<file path="config.mk">
export PLATFORM = sky130hd
export DESIGN_NAME = vlm_layer_mixer
export DESIGN_NICKNAME = d
export VERILOG_FILES = /design/src/rtl/vlm_pkg.sv /design/src/rtl/vlm_cfg_regs.sv /design/src/rtl/vlm_plane_pick.sv /design/src/rtl/vlm_out_stage.sv /design/src/rtl/vlm_layer_mixer.sv
export SDC_FILE = /design/constraint.sdc
export NUM_CORES = 1
export LEC_CHECK = 0
export CAP_MARGIN = 30
export CORE_UTILIZATION = 36
export DETAILED_ROUTE_END_ITERATION = 16
export PLACE_DENSITY = 0.85
export SYNTH_ARGS = -nofsm -noshare
export SYNTH_HDL_FRONTEND = slang
export SYNTH_SLANG_ARGS = --single-unit
</file>
<file path="constraint.sdc">
create_clock -name clk -period 1.75 [get_ports clk]
set_input_delay 0.35 -clock clk [delete_from_list [all_inputs] [get_ports clk]]
set_output_delay 0.35 -clock clk [all_outputs]
set_load 0.02 [all_outputs]
</file>
<file path="src/rtl/vlm_pkg.sv">
// Package vlm_pkg: shared constants and types of the layer compositor.
// Assumes a 4-bit color code with 0 reserved as transparent and 1 as black.
package vlm_pkg;
    localparam int CODE_W = 4;
    localparam int NUM_PLANES = 2;
    typedef logic [CODE_W-1:0] code_t;
    localparam code_t CODE_CLEAR = code_t'(0);
    localparam code_t CODE_BLACK = code_t'(1);
endpackage

</file>
<file path="src/rtl/vlm_cfg_regs.sv">
// Module vlm_cfg_regs: holds the backdrop color and the external-video mode bit.
// Assumes a write strobe that is valid for one pixel clock. The new values
// become visible to the next pixel. Reset loads black and clears the mode.
module vlm_cfg_regs #(
    parameter int CODE_W = vlm_pkg::CODE_W
) (
    input  logic              clk,
    input  logic              rst_n,
    input  logic              we,
    input  logic [CODE_W-1:0] wr_backdrop,
    input  logic              wr_ext_en,
    output logic [CODE_W-1:0] backdrop,
    output logic              ext_en
);
    localparam logic [CODE_W-1:0] BLACK = CODE_W'(1);

    // Load the configuration on a write, reset it to black with the mode off.
    always_ff @(posedge clk) begin
        if (!rst_n) begin
            backdrop <= BLACK;
            ext_en   <= 1'b0;
        end else if (we) begin
            backdrop <= wr_backdrop;
            ext_en   <= wr_ext_en;
        end
    end
endmodule

</file>
<file path="src/rtl/vlm_plane_pick.sv">
// Module vlm_plane_pick: priority selection over the generated planes.
// Plane 0 has the highest priority. A plane whose code is zero is transparent
// and defers to the next plane. Outside the active area no plane is visible.
module vlm_plane_pick #(
    parameter int N      = vlm_pkg::NUM_PLANES,
    parameter int CODE_W = vlm_pkg::CODE_W
) (
    input  logic                     active,
    input  logic [N-1:0][CODE_W-1:0] planes,
    output logic                     hit,
    output logic [CODE_W-1:0]        code
);
    logic [N:0]             chain_hit;
    logic [N:0][CODE_W-1:0] chain_code;

    assign chain_hit[N]  = 1'b0;
    assign chain_code[N] = '0;

    // Build the chain from the lowest plane up, so a higher plane overrides.
    for (genvar i = N - 1; i >= 0; i--) begin : g_stage
        logic vis;
        assign vis           = active && (planes[i] != '0);
        assign chain_hit[i]  = vis | chain_hit[i+1];
        assign chain_code[i] = vis ? planes[i] : chain_code[i+1];
    end

    assign hit  = chain_hit[0];
    assign code = chain_code[0];
endmodule

</file>
<file path="src/rtl/vlm_out_stage.sv">
// Module vlm_out_stage: chooses between plane, backdrop and external pixel
// and registers the result together with the external-select flag.
// Assumes the plane result is already priority-resolved. Latency is one clock.
module vlm_out_stage #(
    parameter int CODE_W = vlm_pkg::CODE_W
) (
    input  logic              clk,
    input  logic              rst_n,
    input  logic              plane_hit,
    input  logic [CODE_W-1:0] plane_code,
    input  logic [CODE_W-1:0] backdrop,
    input  logic              ext_en,
    input  logic [CODE_W-1:0] ext_code,
    output logic [CODE_W-1:0] pix_out,
    output logic              ext_sel
);
    localparam logic [CODE_W-1:0] BLACK = CODE_W'(1);

    logic [CODE_W-1:0] nxt_code;
    logic              nxt_sel;

    // Decide which source fills the bottom layer and which layer wins.
    always_comb begin
        nxt_sel  = 1'b0;
        nxt_code = backdrop;
        if (plane_hit) begin
            nxt_code = plane_code;
        end else if (ext_en) begin
            nxt_code = ext_code;
            nxt_sel  = 1'b1;
        end
    end

    // Register the color and the select flag on the same edge.
    always_ff @(posedge clk) begin
        if (!rst_n) begin
            pix_out <= BLACK;
            ext_sel <= 1'b0;
        end else begin
            pix_out <= nxt_code;
            ext_sel <= nxt_sel;
        end
    end
endmodule

</file>
<file path="src/rtl/vlm_layer_mixer.sv">
// Module vlm_layer_mixer: top of the video layer priority compositor.
// The sprite plane sits over the pattern plane, and both sit over the
// backdrop or the external video. Assumes one pixel per clock. The output
// is registered.
module vlm_layer_mixer #(
    parameter int CODE_W = vlm_pkg::CODE_W
) (
    input  logic              clk,
    input  logic              rst_n,
    input  logic              cfg_we,
    input  logic [CODE_W-1:0] cfg_backdrop,
    input  logic              cfg_ext_en,
    input  logic              active,
    input  logic [CODE_W-1:0] spr_code,
    input  logic [CODE_W-1:0] pat_code,
    input  logic [CODE_W-1:0] ext_code,
    output logic [CODE_W-1:0] pix_out,
    output logic              ext_sel
);
    localparam int NPL = vlm_pkg::NUM_PLANES;

    logic [CODE_W-1:0]          backdrop;
    logic                       ext_en;
    logic [NPL-1:0][CODE_W-1:0] planes;
    logic                       plane_hit;
    logic [CODE_W-1:0]          plane_code;

    // Index 0 is the sprite plane, which has the highest priority.
    assign planes = {pat_code, spr_code};

    vlm_cfg_regs #(.CODE_W(CODE_W)) u_cfg (
        .clk         (clk),
        .rst_n       (rst_n),
        .we          (cfg_we),
        .wr_backdrop (cfg_backdrop),
        .wr_ext_en   (cfg_ext_en),
        .backdrop    (backdrop),
        .ext_en      (ext_en)
    );

    vlm_plane_pick #(.N(NPL), .CODE_W(CODE_W)) u_pick (
        .active (active),
        .planes (planes),
        .hit    (plane_hit),
        .code   (plane_code)
    );

    vlm_out_stage #(.CODE_W(CODE_W)) u_out (
        .clk        (clk),
        .rst_n      (rst_n),
        .plane_hit  (plane_hit),
        .plane_code (plane_code),
        .backdrop   (backdrop),
        .ext_en     (ext_en),
        .ext_code   (ext_code),
        .pix_out    (pix_out),
        .ext_sel    (ext_sel)
    );
endmodule

</file>
After elaboration in Yosys (flattened, before gate mapping)
Cells that the tools add are included.
{"block": "op_classes", "muxes": 5, "reduce_logical": 5, "bitwise": 2}
{"operator": "2-to-1 mux 4 bit", "n": 4}
{"operator": "nonzero test 4 bit", "n": 2}
{"operator": "logical AND 1 bit", "n": 2}
{"operator": "OR reduction 2 bit", "n": 1}
{"operator": "2-to-1 mux 1 bit", "n": 1}
{"operator": "NOT 1 bit", "n": 1}
{"operator": "bitwise OR 1 bit", "n": 1}
{"block": "word_totals", "out_inout_bits": 5, "ff_bits": 10, "inputBits": 21, "wordCells": 16}

Depth between registers and ports, before layout
Gate-level depths: netlist of the first run.
{"block": "depth", "ltp_word": 5, "mapped_depth": 4, "ltp_nobuf": 3}

Cells and area by module
Synthesis of the first run repeated with hierarchy kept, for this count alone.
{"block": "unflattened", "cells_unflattened": 46, "area_unflattened_um2": 495.5}
{"mod": "vlm_out_stage", "cells_each": 19, "area_per_inst_um2": 220.2, "instances": 1, "seq_area_each_um2": 100.1}
{"mod": "vlm_cfg_regs", "cells_each": 16, "area_per_inst_um2": 190.2, "instances": 1, "seq_area_each_um2": 100.1}
{"mod": "vlm_plane_pick", "cells_each": 11, "area_per_inst_um2": 85.1, "instances": 1, "seq_area_each_um2": 0.0}

Least setup slack after synthesis of the first run
Ideal clock, no wire load.
{"block": "synth_path", "path_kind": "input to register", "startpoint": "input port pat_code[2]", "endpoint": "register u_out.pix_out[0]", "path_buffers": 0, "cell_stages": 3, "setup_slack_ns": 0.193, "setup_ns": 0.121, "required_ns": 1.629, "arrival_time_ns": 1.436, "path_cell_list": "or4_1 o21ai_4 mux2_4"}
{"block": "synth_via", "elab_chain_len": 5, "word_cells_on_any_way": 6, "cone_classes": "mux: 3; bitwise: 1; reduce/logical: 2"}
{"element": "start: declaration", "line_no": "vlm_layer_mixer.sv:15", "text": "input logic [CODE_W-1:0] pat_code,"}
{"element": "nonzero test 4 bit (*)", "line_no": "vlm_plane_pick.sv:22", "text": "assign vis = active && (planes[i] != '0);"}
{"element": "logical AND 1 bit (*)", "line_no": "vlm_plane_pick.sv:22"}
{"element": "2-to-1 mux 4 bit (2 in a row)", "line_no": "vlm_plane_pick.sv:24", "text": "assign chain_code[i] = vis ? planes[i] : chain_code[i+1];"}
{"element": "2-to-1 mux 4 bit (*)", "line_no": "vlm_out_stage.sv:26", "text": "if (plane_hit) begin"}
{"element": "end signal: assignment", "line_no": "vlm_out_stage.sv:40", "text": "pix_out <= nxt_code;"}
{"element": "end: declaration", "line_no": "vlm_out_stage.sv:14", "text": "output logic [CODE_W-1:0] pix_out,"}
Every way passes the cells marked *; elsewhere a longest branch is shown, timed or not.
A chain may end at the register's enable or synchronous reset.

Final worst setup path of the first run
{"block": "layout_path", "startpoint": "input port spr_code[0]", "endpoint": "register u_out.pix_out[0]"}
{"block": "layout_via", "elab_chain_len": 4, "word_cells_on_any_way": 5, "cone_classes": "mux: 2; bitwise: 1; reduce/logical: 2"}
{"element": "start: declaration", "line_no": "vlm_layer_mixer.sv:14", "text": "input logic [CODE_W-1:0] spr_code,"}
{"element": "nonzero test 4 bit", "line_no": "vlm_plane_pick.sv:22"}
{"element": "logical AND 1 bit", "line_no": "vlm_plane_pick.sv:22"}
{"element": "2-to-1 mux 4 bit or bitwise OR 1 bit (tied branches)", "line_no": "vlm_plane_pick.sv:24, vlm_plane_pick.sv:23"}
{"element": "2-to-1 mux 4 bit (*)", "line_no": "vlm_out_stage.sv:26"}
Marked as above.

==> flow_summary.yaml, run 1 <==
run_status:
  outcome: "completed"
power:
  powerDensity_nw_per_um2: 662
  leakagePower_uw: 0.000314
  total_power_uw: 534
  vdd_ir_drop_max_v: 0.000493
layout:
  fin_nets: 100
  fin_util_pct: 68.0
  syn2layout_area_growth_pct: 64.5
  fillers: 110
  antennaDiodeCount: 0
  drive_above_1_share_pct: 15.6
  final_area_sq_um: 807
logic_synthesis:
  synth_area_leaders: "dfxtp_1 (41%), mux2i_1 (18%), nor4b_1 (5.4%), nor2b_1 (5.1%), o211ai_1 (4.6%)"
  synth_top_cell_by_area: "dfxtp_1"
  ys_seq_elements: 10
  synth.distinct_cells: 16
  ys_warn_count: 0
  synth_commonest_cells: "dfxtp_1 (10), mux2i_1 (9), nor2b_1 (4)"
  synth_cells: 47
  yosysMostFrequentCell: "dfxtp_1"
  async_reset_ff_share_pct: 0
  avgSynthCellArea_sq_um: 10.4
  seq_area_frac_synth_pct: 40.8
  synth-edff-count: 0
  synth_nets: 68
  synth_top_cell_area_share_pct: 40.8
  synthFlopType: "dfxtp_1"
  syn_area_sq_um: 490
floorplan:
  dieArea_sq_um: 1510
  core_sq_um: 1190
  rows: 12
  num_io_pins: 26
  die_w_um: 38.9
  initial_core_util_pct: 41.4
  fp.dieH_um: 38.9
timing:
  maxSlewViolCount: 0
  finalHoldViolations: 0
  setup_violations: 0
  min_period_over_period_pct: 94.5
  period_needed_ps: 1650
  setup_slack_ps: 95.8
  finalClockSkew_ps: 2.57
  rsz0062_at_grt: "false"
  fmax_ghz: 0.605
  worstMarginPinSlew_ps: 312
  maxSlewHeadroom_pct: 79.1
grt:
  grt_pass1_vias: 441
  grt_max_degree: 11
  grt_use_total_pct: 19.0
  antenna_found_initial: 0
  grt_overflow: 0
  grt_pass1_wl_mm: 1.81
routing:
  ant_nets: 0
  vias: 464
  post_drt_wl_per_cell_um: 12.0
  drc: 0
  drtPass1Iterations: 2
  drt_iter0_markers: 2
  vias_per_cell: 5.10
  routed_wl_mm: 1.09
clock_network:
  post_cts.repair.setup_buffers: 0
  cts.clk_slew.worst_paths_ps: 60
  h-tree-depth: 1
  cts_resized: 0
  worstSkewPairLatency_ps: 270
  hold_buffers: 0
  clock_path_buffers: 2
  cts_tree: "done"
  cts_sinks: 10
  cts_buffers: 3
  root_buffer: "clkbuf_4"
placement:
  post_dp_cell_area_sq_um: 785
  port_buffers: 25
  dp_hpwl_um: 878
  gp_congestion: 0.698
  place_ws_ps: -182
worst_setup_path:
  cp-start-kind: "input pin"
  worst-setup-path-type: "in2reg"
  end_kind: "register"
  crit_arrival_ps: 1810
  worst_path_dominant_cell_family: "simple AND/OR/NAND/NOR gates"
  critPathRequiredTime_ps: 1910
  crit_fanout: 2
  critPathBufInv: 1
  cp_slowest_cell: "or4_4"
  crit_chain: "clkdlybuf4s50_1, or4_4, o21ai_4, mux2_4"
  cpPeakStageDelay_ps: 560
job:
  maxCapViolations: 0
worst_hold_path:
  hold_path.class: "reg2reg"
-- where the power goes --
part / internal [uW] / switching [uW] / total (uW)
Sequential: 242 / 7.91 / 250
Clock: 79.4 / 76.5 / 156
Combinational: 83.5 / 44.7 / 128
-- layout make-up --
cell class / instances / area (sq um) / area share [%]
timing repair buffer: 30 / 288 / 35.7
sequential: 10 / 200 / 24.8
multi-input combinational: 34 / 279 / 34.6
clock buffer: 3 / 22.5 / 2.79
tap: 14 / 17.5 / 2.17
-- sequential cells by signal, indices dropped and copies added, names as in the netlist --
register	count
u_cfg.backdrop	4
u_out.pix_out	4
u_cfg.ext_en	1
u_out.ext_sel	1
-- through the flow --
stage | instances | TNS, ps | hold slack, ps
final | 91 | 0 | 484
after global routing | 91 | 0 | 527
after CTS | 91 | 0 | 493
after detailed placement | 88 | -775 | 477
after global placement | 88 | -707 | 463
after floorplan | 47 | 0 | 441
-- layer usage --
metal / vias to the layer above / GRT usage, % / wire length (um)
li1: 234 / - / -
met1: 207 / 21.2 / 465
met2: 18 / 28.3 / 520
met3: 5 / 10.4 / 74
met4: 0 / 10.3 / 31
met5: - / 0 / 0
-- final timing paths --
path,slack (ps),start,endpoint,cells past startpoint
worst max-delay path,100,spr_code[0],u_out.pix_out[0],4
worst min-delay path,480,u_cfg.backdrop[0],u_cfg.backdrop[0],2
worst max register to register,600,u_cfg.ext_en,u_out.pix_out[0],3
worst min register to register,480,u_cfg.backdrop[0],u_cfg.backdrop[0],2
-- cells by family (layout without fill, tap and decap cells) --
| group | after synthesis | in the layout | synth area share (%) |
|---|---|---|---|
| flops | 10 | 10 | 40.8 |
| buf+inv | 3 | 33 | 2.30 |
| mux | 10 | 10 | 21.4 |
| simple gates | 17 | 17 | 24.5 |
| compound gates | 7 | 7 | 11.0 |
-- worst min-delay path, cell delays in order (launching register included) --
cell	delay, ps
dfxtp_1	330
mux2i_1	70
nand2_1	60
-- layout by cell type (no fill, tap or decap) --
| cell | n |
|---|---|
| clkdlybuf4s50_1 | 25 |
| dfxtp_1 | 10 |
| mux2i_1 | 9 |
| buf_4 | 5 |
| nor2b_1 | 4 |
| nor4b_1 | 3 |
| o21ai_0 | 3 |
| nand2b_1 | 3 |
| o211ai_1 | 3 |
| clkbuf_4 | 3 |
| nand2_1 | 2 |
| or4_4 | 1 |
| or4_1 | 1 |
| o21ai_4 | 1 |
| and3_1 | 1 |
| or4b_2 | 1 |
| nand3b_1 | 1 |
| mux2_4 | 1 |
Note: power is estimated with default switching activity, not from simulation.
==> inputs of run 2 (changes only) <==
--- a/config.mk
+++ b/config.mk
@@ -6,9 +6,10 @@
 export NUM_CORES = 1
 export LEC_CHECK = 0
 export CAP_MARGIN = 30
-export CORE_UTILIZATION = 36
+export CORE_AREA = 5 5 42 44
 export DETAILED_ROUTE_END_ITERATION = 16
-export PLACE_DENSITY = 0.85
+export DIE_AREA = 0 0 47 49
+export PLACE_DENSITY = 0.86
 export SYNTH_ARGS = -nofsm -noshare
 export SYNTH_HDL_FRONTEND = slang
 export SYNTH_SLANG_ARGS = --single-unit
==> constraint.sdc (replaced) <==
create_clock -name clk -period 2.1 [get_ports clk]
set_input_delay 0.42 -clock clk [delete_from_list [all_inputs] [get_ports clk]]
set_output_delay 0.42 -clock clk [all_outputs]
set_load 0.02 [all_outputs]
==> flow_summary.yaml, run 2 (synthesis gave the netlist of run 1 again) <==
run_status:
  outcome: "completed"
power:
  clock_power_share_pct: 28.0
  combPwrFrac_pct: 24.3
  switching_share_pct: 23.1
  p_sw_uw: 101
  pwr-share-seq_pct: 47.7
  powerDensity_nw_per_um2: 545
  vdd_ir_drop_max_v: 0.000446
  internal_power_uw: 336
  leakagePower_uw: 0.000309
worst_setup_path:
  crit_fanout: 2
  cp-start-kind: "input pin"
  startpoint: "spr_code[0]"
  worst_path_dominant_cell_family: "simple AND/OR/NAND/NOR gates"
  critPathBufInv: 1
  crit_chain: "clkdlybuf4s50_1, or4_4, o21ai_4, mux2_4"
  cpPeakStageDelay_ps: 560
  critPathRequiredTime_ps: 2250
  cp_slowest_cell: "or4_4"
  rr_startpoint: "u_cfg.ext_en"
  end_kind: "register"
  worst-setup-path-type: "in2reg"
  crit_arrival_ps: 1890
grt:
  antenna_found_initial: 0
  grt_max_degree: 15
  grt_use_total_pct: 12.0
  grtUsageMet2_pct: 22.6
  busiest_layer: "met2"
  grt_pass1_vias: 486
  use_met1_pct: 9.60
  met3_usage_pct: 5.17
  grt_pass1_wl_mm: 1.97
  grt_overflow: 0
layout:
  layout_common_cells: "clkdlybuf4s50_1 (25), dfxtp_1 (10), mux2i_1 (9), nor2b_1 (4), buf_4 (4)"
  antennaDiodeCount: 0
  biggestRegsByFlops: "u_cfg.backdrop x4, u_out.pix_out x4"
  mostFrequentLayoutCell: "clkdlybuf4s50_1"
  fin_util_pct: 57.2
  drive_above_1_share_pct: 14.5
  syn2layout_area_growth_pct: 63.5
  fin_nets: 99
timing:
  finalClockSkew_ps: 2.71
  finalHoldViolations: 0
  maxSlewViolCount: 0
  setup_violations: 0
  fin_setup_tns_ps: 0
  worstMarginPinSlew_ps: 393
  min_period_over_period_pct: 83.1
  fmax_ghz: 0.573
  rsz0062_at_grt: "false"
  maxSlewHeadroom_pct: 73.7
  period_needed_ps: 1740
placement:
  port_buffers: 25
  gp_congestion: 0.662
routing:
  post_drt_wl_per_cell_um: 12.9
  drc: 0
  drtPass1Iterations: 4
  vias_per_cell: 5.09
  drt_iter0_markers: 3
  ant_nets: 0
  routed_wl_mm: 1.18
  vias: 468
clock_network:
  clock_path_buffers: 2
  hold_buffers: 0
  cts_sinks: 10
  cts.clk_slew.worst_paths_ps: 60
  cts_tree: "done"
  root_buffer: "clkbuf_4"
  worstSkewPairLatency_ps: 260
  cts_buffers: 3
  post_cts.repair.setup_buffers: 0
  h-tree-depth: 1
  cts_resized: 0
floorplan:
  dieArea_sq_um: 2300
  num_io_pins: 26
  die_w_um: 47
  initial_core_util_pct: 35.0
  fp.dieH_um: 49
  rows: 14
  core_sq_um: 1400
worst_hold_path:
  hold_path.class: "reg2reg"
  min_from: "u_cfg.backdrop[0]"
job:
  maxCapViolations: 0
[run 2: cell types whose count changed in the layout (fill, tap and decap cells not counted)]
cell,previous run,this run
buf_4,5,4
[run 2: power groups by stage]
stage / registers, uW / clock network (uW) / logic (uW)
detailed placement: 213 / 0 / 107
floorplan: 218 / 0 / 35.9
global route: 210 / 140 / 115
finish: 209 / 122 / 106
global placement: 212 / 0 / 104
CTS: 208 / 132 / 107
[run 2: worst min-delay path: stages, from the launching register on]
cell and delay (ps):
dfxtp_1 340, mux2i_1 70, nand2_1 60
[run 2: area by class of cell]
type	instances	area, sq um
clock buffer	3	22.5
timing repair buffer	29	280
fill	131	599
tap	16	20.0
sequential	10	200
multi-input combinational	34	279
[run 2: per-layer routing]
metal	wire length, um	vias to the layer above
met5	0	-
met1	383	215
met3	94	4
met2	676	18
li1	-	231
met4	29	0
[run 2: worst paths after layout]
kind | to | slack (ps) | depth (start not counted)
worst min register to register | u_cfg.backdrop[0] | 500 | 2
worst max-delay path | u_out.pix_out[0] | 360 | 4
worst max register to register | u_out.pix_out[0] | 910 | 3
worst min-delay path | u_cfg.backdrop[0] | 500 | 2
[run 2: metrics by stage]
step           hold slack (ps)  cells  area [sq um]  power, uW  setup WS (ps)
2_1_floorplan              441     47           490        254            473
3_5_place_dp               464     89           779        319           73.5
5_1_grt                    528     92           802        464            303
4_1_cts                    506     92           802        448            357
6_report                   497     92           802        437            356
3_3_place_gp               461     89           779        317            118
